`config.mk`:
```
export PLATFORM = sky130hd
export DESIGN_NAME = launch_csr
export DESIGN_NICKNAME = d
export VERILOG_FILES = /design/src/rtl/launch_csr.sv
export SDC_FILE = /design/constraint.sdc
export NUM_CORES = 1
export LEC_CHECK = 0
export BUFFER_PORTS_ARGS = -buffer_cell sky130_fd_sc_hd__buf_2
export CAP_MARGIN = 20
export CORE_AREA = 2 2 211 213
export DETAILED_ROUTE_END_ITERATION = 16
export DIE_AREA = 0 0 213 215
export GPL_ROUTABILITY_DRIVEN = 0
export MAX_ROUTING_LAYER = met4
export PLACE_DENSITY_LB_ADDON = 0.12
export SYNTH_ARGS = -nofsm -noshare
export SYNTH_HDL_FRONTEND = slang
export SYNTH_SLANG_ARGS = --single-unit
```
`constraint.sdc`:
```
create_clock -name clk -period 2.28 [get_ports clk]
set_clock_uncertainty 0.2 [all_clocks]
set_input_delay 0.228 -clock clk [delete_from_list [all_inputs] [get_ports clk]]
set_output_delay 0.228 -clock clk [all_outputs]
set_load 0.05 [all_outputs]
```
`src/rtl/launch_csr.sv`:
```
module launch_csr #(
  parameter int ADDR_W   = 8,
  parameter int PRM_BASE = 5
) (
  input  logic              clk,
  input  logic              rst_n,
  input  logic              wr_en,
  input  logic              rd_en,
  input  logic [ADDR_W-1:0] addr,
  input  logic [63:0]       wdata,
  input  logic [7:0]        be,
  output logic [63:0]       rdata_o,
  output logic              rvalid_o,
  input  logic              done_i,
  output logic              start_o,
  output logic              irq_o,
  output logic [31:0]       wg_dims_o,
  output logic [31:0]       wg_size_o,
  output logic [31:0]       gsize0_o,
  output logic [31:0]       gsize1_o,
  output logic [31:0]       gsize2_o,
  output logic [31:0]       ngrp0_o,
  output logic [31:0]       ngrp1_o,
  output logic [31:0]       ngrp2_o,
  output logic [31:0]       lsize0_o,
  output logic [31:0]       lsize1_o,
  output logic [31:0]       lsize2_o,
  output logic [31:0]       goff0_o
);
  localparam int NREG  = 6;
  localparam int LANES = 8;
  localparam int IDX_W = ADDR_W - 3;

  logic [IDX_W-1:0] widx;
  logic [63:0]      prm_q [NREG];
  logic             busy_q;
  logic             ctl_wr;
  logic             go;
  logic [63:0]      rd_mux;

  assign widx   = addr[ADDR_W-1:3];
  assign ctl_wr = wr_en && (widx == '0) && be[0];
  assign go     = ctl_wr && wdata[0] && !busy_q;

  for (genvar r = 0; r < NREG; r++) begin : g_reg
    always_ff @(posedge clk or negedge rst_n) begin
      if (!rst_n) begin
        prm_q[r] <= '0;
      end else if (wr_en && widx == IDX_W'(PRM_BASE + r)) begin
        for (int b = 0; b < LANES; b++)
          if (be[b]) prm_q[r][8*b +: 8] <= wdata[8*b +: 8];
      end
    end
  end

  always_ff @(posedge clk or negedge rst_n) begin
    if (!rst_n) begin
      start_o <= 1'b0;
      busy_q  <= 1'b0;
      irq_o   <= 1'b0;
    end else begin
      start_o <= go;
      if (go)
        busy_q <= 1'b1;
      else if (busy_q && done_i)
        busy_q <= 1'b0;
      if (busy_q && done_i)
        irq_o <= 1'b1;
      else if (ctl_wr)
        irq_o <= 1'b0;
    end
  end

  always_comb begin
    rd_mux = '0;
    if (widx == '0)
      rd_mux = {61'd0, irq_o, busy_q, 1'b0};
    for (int r = 0; r < NREG; r++)
      if (widx == IDX_W'(PRM_BASE + r)) rd_mux = prm_q[r];
  end

  always_ff @(posedge clk or negedge rst_n) begin
    if (!rst_n) begin
      rvalid_o <= 1'b0;
      rdata_o  <= '0;
    end else begin
      rvalid_o <= rd_en;
      if (rd_en) rdata_o <= rd_mux;
    end
  end

  assign wg_dims_o = prm_q[0][31:0];
  assign wg_size_o = prm_q[0][63:32];
  assign gsize0_o  = prm_q[1][31:0];
  assign gsize1_o  = prm_q[1][63:32];
  assign gsize2_o  = prm_q[2][31:0];
  assign ngrp0_o   = prm_q[2][63:32];
  assign ngrp1_o   = prm_q[3][31:0];
  assign ngrp2_o   = prm_q[3][63:32];
  assign lsize0_o  = prm_q[4][31:0];
  assign lsize1_o  = prm_q[4][63:32];
  assign lsize2_o  = prm_q[5][31:0];
  assign goff0_o   = prm_q[5][63:32];
endmodule


```
-- After elaboration in Yosys (flattened, before gate mapping)
Cells that the tools add are included.
- equality and inequality tests: 6
- muxes and demuxes: 11
- reduce and logical (&&, ||, !) cells: 63
- operator list (operator ; number):
    $mux 64 ; 6
    $reduce_and 2->1 ; 48
    $eq 5x3->1 const B ; 3
    $eq 5x4->1 const B ; 3
    $logic_and 1x1->1 ; 11
    $logic_not 5->1 ; 1
    $mux 1 ; 4
    $reduce_bool 2->1 ; 2
    $mux 3 ; 1
    $logic_not 1->1 ; 1
- bits in registers: 452

-- Longest topological paths before layout
Gate-level depths: netlist (run 1).
- word-level depth: 8
- mapped depth: 8

-- Worst setup path before layout (run 1)
Ideal clock, no wire load.
- path type: reg2reg
- from: reg irq_o
- to: reg rdata_o[2]
- data arrival time: 1820 ps
- setup slack: 178 ps
- cell stages (with the launch flop): 6
- period minus slack after synthesis: 2102 ps
- path through: dfrtp_1 or4b_2 a211oi_1 a21o_1 o221ai_1 a31oi_1
- word-level cells in the longest chain between the ends: 7
- RTL lines (what ; line ; RTL):
    from (decl) ; 16 ; output logic irq_o,
    from (signal assigned) ; 60 ; irq_o <= 1'b0;
    from (signal assigned) ; 68 ; irq_o <= 1'b1;
    from (signal assigned) ; 70 ; irq_o <= 1'b0;
    $mux 3 ; 76 ; if (widx == '0)
    $mux 64 (6 in a row) ; 79 ; if (widx == IDX_W'(PRM_BASE + r)) rd_mux = prm_q[r];
    to (signal assigned) ; 88 ; if (rd_en) rdata_o <= rd_mux;
    to (decl) ; 12 ; output logic [63:0] rdata_o,
Every way passes these cells.
A chain may end at the register's enable or synchronous reset.

-- Worst setup path after layout (run 1)
- from: in addr[4]
- to: reg prm_q (netlist bit gsize2_o[8])
- word-level cells in the longest chain between the ends: 3
- RTL lines (what ; line ; RTL):
    from (decl) ; 9 ; input logic [ADDR_W-1:0] addr,
    $eq 5x3->1 ; 49 ; end else if (wr_en && widx == IDX_W'(PRM_BASE + r)) begin
    $logic_and 1x1->1 ; 49 ;
    $reduce_and 2->1 (no line) ; -- ;
    to (signal, indexed assignment) ; 51 ; if (be[b]) prm_q[r][8*b +: 8] <= wdata[8*b +: 8];
    to (decl) ; 35 ; logic [63:0] prm_q [NREG];
Every way passes these cells.

==> summary.txt, run 1 <==
Worst path top cell family by delay - simple AND/OR/NAND/NOR gates
Fin worst setup slack - 114 ps
Startpoint class of the critical path - input pin
GRT overflow - 0
H-tree depth - 2
Seq/Total Area, Yosys - 56.0%
Final nets - 2372
Via density per instance - 5.81
Final Hold Fails - 0
Rows - 77
Netlist cell types - 52
Drc violations - 0
Critical path class - input pin to flop
R2r setup slk - 310 ps
Worst skew pair latency - 580 ps
Reg2Reg Depth - 5
VDD IR max - 737 uV
CTS Buffer Depth - 3
CTS tree - done
Status - finished, final reports clean
Initial antenna violation count - 2
CTS Hold Bufs - 81
Worst path cell trace - buf_2, and4bb_2, and3_1, nand2_1, buf_12, mux2_2, dlygate4sd3_1
1st-iter DRT viols - 1357
Setup Fix Bufs, Post-CTS - 0
Die width - 213 um
Antenna Nets Post-Route - 0
Synth Cell Area - 0.0202 mm2
Port Buffers - 532
Core ar. - 0.0436 mm2
Clk sinks - 452
Area of the multi-input gates - 0.00851 mm2
Share of cells above drive strength 1 - 48.1%
Global-route wire length before repair - 109 mm
Crit path DAT - 2420 ps
Full die area - 0.0458 mm2
Worst Path Buf+Inv - 3
Nature of the critical path endpoint - flop
Largest net degree at the start of global routing - 59
Slew Limit Fails - 0
Post-synth EDFFs - 0
Final Critical Period - 2170 ps
Highest clock rate - 0.462 GHz
Worst path required time - 2540 ps
Drt pass-1 iters - 6
Total track usage - 33.1%
Pleak - 13.6 nW
Dpl hpwl - 50.4 mm
Fin crit share - 95.0%
Crit path max fanout - 10
Slowest stage delay, CP - 560 ps
Commonest cells after routing, fill and taps aside - 529 x buf_2, 452 x dfrtp_1, 379 x mux2_2
PostCTS Resize Cnt - 0
Sequential cell area - 0.0113 mm2
Ys flop type - dfrtp_1
Pwr/cell area - 919 mW/mm2
Worst slew pin tran - 644 ps
Mapped Cells - 1635
Total Wirelength - 74.5 mm
Reg-to-Reg End - rdata_o[2]$_DFFE_PN0P_
Syn. warnings - 0
DP Worst Slack - -6.38 ps
Utilization after layout - 61.5%
Rel. slew slack - 57.1%
Asr flop ratio synth - 100%
Unrepaired setup endpoints after global routing - no
Chip height - 215 um
Crit path max-delay cell type - dlygate4sd3_1
Fillers - 3588
Minimum hold slack - 75.5 ps
Routed len/inst - 25.6 um
Root Driver - clkbuf_16
Via Count - 16900
Crit path from - addr[4]
Area Growth Syn to Fin - 32.8%
Most common cell after layout, fill and taps aside - buf_2
Mean Syn Cell Area - 12.4 um2
Initial core utilization - 46.3%
Vias in the first global route - 16800
Flops & latches, synth - 452
Clk pin slew, worst setup/hold paths - 60 ps
I/O Pins - 536
Finish-stage setup viols - 0
R2R Path Start - irq_o$_DFFE_PN0P_
Min-Delay Path Class - input pin to asynchronous set/reset pin
Syn Nets - 1720
Num CTS Buffers - 48
Max cap viols - 0
-- cell families (layout without fill, tap and decap cells) --
| family | Yosys count | count (layout) | share of synthesized area, % |
|---|---|---|---|
| AOI/OAI and AO/OA | 463 | 463 | 14.4 |
| and+or+nand+nor | 224 | 224 | 6.03 |
| other | 0 | 3 | 0 |
| buffers and inverters | 113 | 799 | 2.22 |
| DFF | 452 | 452 | 56.0 |
| muxes | 383 | 383 | 21.3 |
-- per-layer routing --
layer,up-vias,GRT usage [%],part of all wire (%)
li1,7319,-,-
met1,8593,42.2,40
met2,859,50.6,47
met3,175,8.17,9.5
met4,0,13.2,3.7
met5,-,-,0
-- worst register-to-register path, stage by stage (launching register included) --
cell and delay (ps):
dfrtp_1 390, or4b_2 600, a211oi_1 290, a21o_1 120
o221ai_1 110, a31oi_1 180
-- report_power, final --
group	internal, mW	switching (mW)	total, mW	leakage, nW
Combinational	1.86	5.26	7.12	6.88
Clock	4.46	3.22	7.68	0.757
Sequential	9.03	0.837	9.87	5.95
Total	15.4	9.32	24.7	13.6
-- cells in the mapped netlist, drive strengths merged (5+ instances only) --
master	number	area share (%)
a21boi	5	0.19
a21oi	175	4.3
a221o	5	0.25
a22o	55	2.4
and2	5	0.15
buf	31	0.69
clkbuf	79	1.5
dfrtp	452	56
mux2	383	21
nand2	105	2.3
nand2b	6	0.22
nand3	8	0.20
nor2	16	0.31
nor2b	63	2.0
o21a	71	2.6
o21ai	30	0.74
o22ai	109	3.4
-- stage by stage --
| step | cells | power, mW | instance area, um2 | setup TNS [ps] |
|---|---|---|---|---|
| after detailed placement | 2748 | 17.0 | 24500 | -25.6 |
| after CTS | 2913 | 24.8 | 26800 | 0 |
| after floorplan | 1635 | 14.7 | 20200 | 0 |
| after global placement | 2748 | 16.9 | 24500 | 0 |
| after global routing | 2915 | 25.5 | 26800 | 0 |
| final | 2916 | 24.7 | 26800 | 0 |
-- registers in the layout (all words and copies together), names as in the netlist, 32 cells and up --
signal,flops
gsize0_o,32
wg_size_o,32
goff0_o,32
lsize1_o,32
lsize2_o,32
wg_dims_o,32
ngrp0_o,32
gsize2_o,32
gsize1_o,32
lsize0_o,32
ngrp1_o,32
rdata_o,64
ngrp2_o,32
-- worst max-delay path by stage --
stage	end	slack [ps]	cells past startpoint
finish	gsize2_o[8]$_DFFE_PN0P_	110	7
global route	gsize2_o[8]$_DFFE_PN0P_	40	7
CTS	gsize2_o[8]$_DFFE_PN0P_	160	7
detailed placement	ngrp0_o[22]$_DFFE_PN0P_	-6	6
global placement	ngrp2_o[30]$_DFFE_PN0P_	40	7
floorplan	rdata_o[2]$_DFFE_PN0P_	180	5
-- cell type report --
type | instances | area share [%]
Sequential cell | 452 | 42.1
Multi-Input combinational cell | 1070 | 31.7
Timing Repair Buffer | 712 | 17.6
Clock buffer | 74 | 5.40
Tap cell | 592 | 2.76
Clock inverter | 10 | 0.303
Inverter | 3 | 0.0420
Antenna cell | 3 | 0.0280
No activity file was read; power rests on OpenSTA's default activity.
==> run 2, diff against run 1 <==
- CTS_BUF_LIST: unset -> sky130_fd_sc_hd__clkbuf_16
==> run 2 against run 1 <==
Effect of this change: die area stayed put; count of clock-buffer cells in the layout down 25; register-to-register slack is essentially flat; cell count did not move; via count decreased by 0.10%; final area is 0.46% lower; largest power group unchanged.
==> summary.txt, run 2 (synthesis results as in run 1) <==
Crit path DAT - 2420 ps (about the same)
R2R Path Start - irq_o$_DFFE_PN0P_ (unchanged)
Global-route wire length before repair - 109 mm (about the same)
Commonest cells after routing, fill and taps aside - 529 x buf_2, 452 x dfrtp_1, 379 x mux2_2 (unchanged)
Via Count - 16900 (about the same)
Final cell count without fillers - 2916 (unchanged)
Largest net degree at the start of global routing - 59 (unchanged)
Cells after DPL - 2748 (unchanged)
Die width - 213 um (unchanged)
Critical path class - input pin to flop (unchanged)
Fin crit share - 95.0% (about the same)
Crit path max fanout - 10 (unchanged)
Antenna Nets Post-Route - 0 (unchanged)
Share of cells above drive strength 1 - 47.5% (was 48.1%)
CTS tree - done (unchanged)
CTS Hold Bufs - 82 (was 81)
Port Buffers - 532 (unchanged)
H-tree depth - 2 (unchanged)
Most common cell after layout, fill and taps aside - buf_2 (unchanged)
Drt pass-1 iters - 5 (was 6)
Num CTS Buffers - 48 (unchanged)
Worst skew pair latency - 580 ps (about the same)
GRT overflow - 0 (unchanged)
Status - finished, final reports clean (unchanged)
Pleak - 13.6 nW (about the same)
Chip height - 215 um (unchanged)
Min-Delay Path Class - input pin to flop (was input pin to asynchronous set/reset pin)
Routed len/inst - 25.6 um (unchanged)
Unrepaired setup endpoints after global routing - no (unchanged)
Worst slew pin tran - 648 ps (was 644 ps)
Total Wirelength - 74.5 mm (unchanged)
Biggest register - rdata_o (unchanged)
Root Driver - clkbuf_16 (unchanged)
Core ar. - 0.0436 mm2 (unchanged)
Rows - 77 (unchanged)
Worst path required time - 2540 ps (about the same)
Max reg flops - 64 (unchanged)
Via density per instance - 5.81 (about the same)
Final nets - 2373 (was 2372)
Reg-to-Reg End - rdata_o[2]$_DFFE_PN0P_ (unchanged)
I/O Pins - 536 (unchanged)
Clk sinks - 452 (unchanged)
Final Critical Period - 2170 ps (about the same)
Rel. slew slack - 56.8% (was 57.1%)
Slew Limit Fails - 0 (unchanged)
Drc violations - 0 (unchanged)
R2r setup slk - 300 ps (was 310 ps)
1st-iter DRT viols - 1366 (was 1357)
Finish-stage setup viols - 0 (unchanged)
Startpoint class of the critical path - input pin (unchanged)
Final Hold Fails - 0 (unchanged)
VDD IR max - 722 uV (was 737 uV)
Total track usage - 33.1% (about the same)
Area Growth Syn to Fin - 32.2% (was 32.8%)
Highest clock rate - 0.462 GHz (about the same)
Initial core utilization - 46.3% (unchanged)
Hold depth - 5
Full die area - 0.0458 mm2 (unchanged)
Vias in the first global route - 16800 (about the same)
Pwr/cell area - 905 mW/mm2 (was 919 mW/mm2)
Initial antenna violation count - 2 (unchanged)
Reg2Reg Depth - 5 (unchanged)
Nature of the critical path endpoint - flop (unchanged)
Crit path from - addr[4] (unchanged)
Max cap viols - 0 (unchanged)
Minimum hold slack - 73.3 ps (was 75.5 ps)
CP endpoint - gsize2_o[8]$_DFFE_PN0P_ (unchanged)
PostCTS Resize Cnt - 0 (unchanged)
CTS Buffer Depth - 3 (unchanged)
Setup Fix Bufs, Post-CTS - 0 (unchanged)
Clk pin slew, worst setup/hold paths - 60 ps (about the same)
Dpl hpwl - 50.4 mm (unchanged)
[run 2: how the worst min path moves through the flow]
stage | from | to | slack (ps)
after global placement | rst_n | lsize2_o[9]$_DFFE_PN0P_ | -50
after CTS | addr[7] | rdata_o[16]$_DFFE_PN0P_ | 40
after global routing | rst_n | rdata_o[7]$_DFFE_PN0P_ | 80
after detailed placement | rst_n | lsize2_o[9]$_DFFE_PN0P_ | -40
after floorplan | rst_n | busy_q$_DFFE_PN0P_ | -270
final | addr[7] | rdata_o[16]$_DFFE_PN0P_ | 70
[run 2: cell type report]
type	count	area (um2)
Antenna cell	2	5.00
Clock inverter	35	175
Clock buffer	49	1230
Tap cell	592	741
Multi-Input combinational cell	1070	8510
Timing Repair Buffer	713	4740
Fill cell	3617	16900
Sequential cell	452	11300
Inverter	3	11.3
[run 2: worst max-delay path, cell delays in order]
cell	delay, ps
buf_2	200
and4bb_2	270
and3_1	540
nand2_1	190
buf_12	180
mux2_2	260
dlygate4sd3_1	560
[run 2: per-layer routing]
| metal | up-vias | share of wire [%] | GRT usage [%] |
|---|---|---|---|
| met2 | 857 | 46 | 50.6 |
| met3 | 186 | 9.5 | 7.96 |
| met4 | 0 | 3.7 | 13.0 |
| met5 | - | 0 | - |
| li1 | 7329 | - | - |
| met1 | 8557 | 40 | 42.4 |
[run 2: per-stage QoR]
| step | instance area [um2] | setup TNS (ps) | setup slack [ps] | power [mW] | utilization (%) |
|---|---|---|---|---|---|
| 2_1_floorplan | 20200 | 0 | 178 | 14.7 | - |
| 3_3_place_gp | 24500 | 0 | 42.8 | 16.9 | 56.1 |
| 3_5_place_dp | 24500 | -25.6 | -6.38 | 17.0 | 56.1 |
| 4_1_cts | 26700 | 0 | 163 | 24.3 | 61.2 |
| 5_1_grt | 26700 | 0 | 40.5 | 25.0 | 61.2 |
| 6_report | 26700 | 0 | 113 | 24.2 | 61.2 |
[run 2: report_power, final]
group	internal (mW)	switching [mW]	leakage, nW	total, mW
clock network	3.97	3.22	0.734	7.19
registers	9.03	0.840	5.95	9.87
logic	1.86	5.26	6.89	7.12
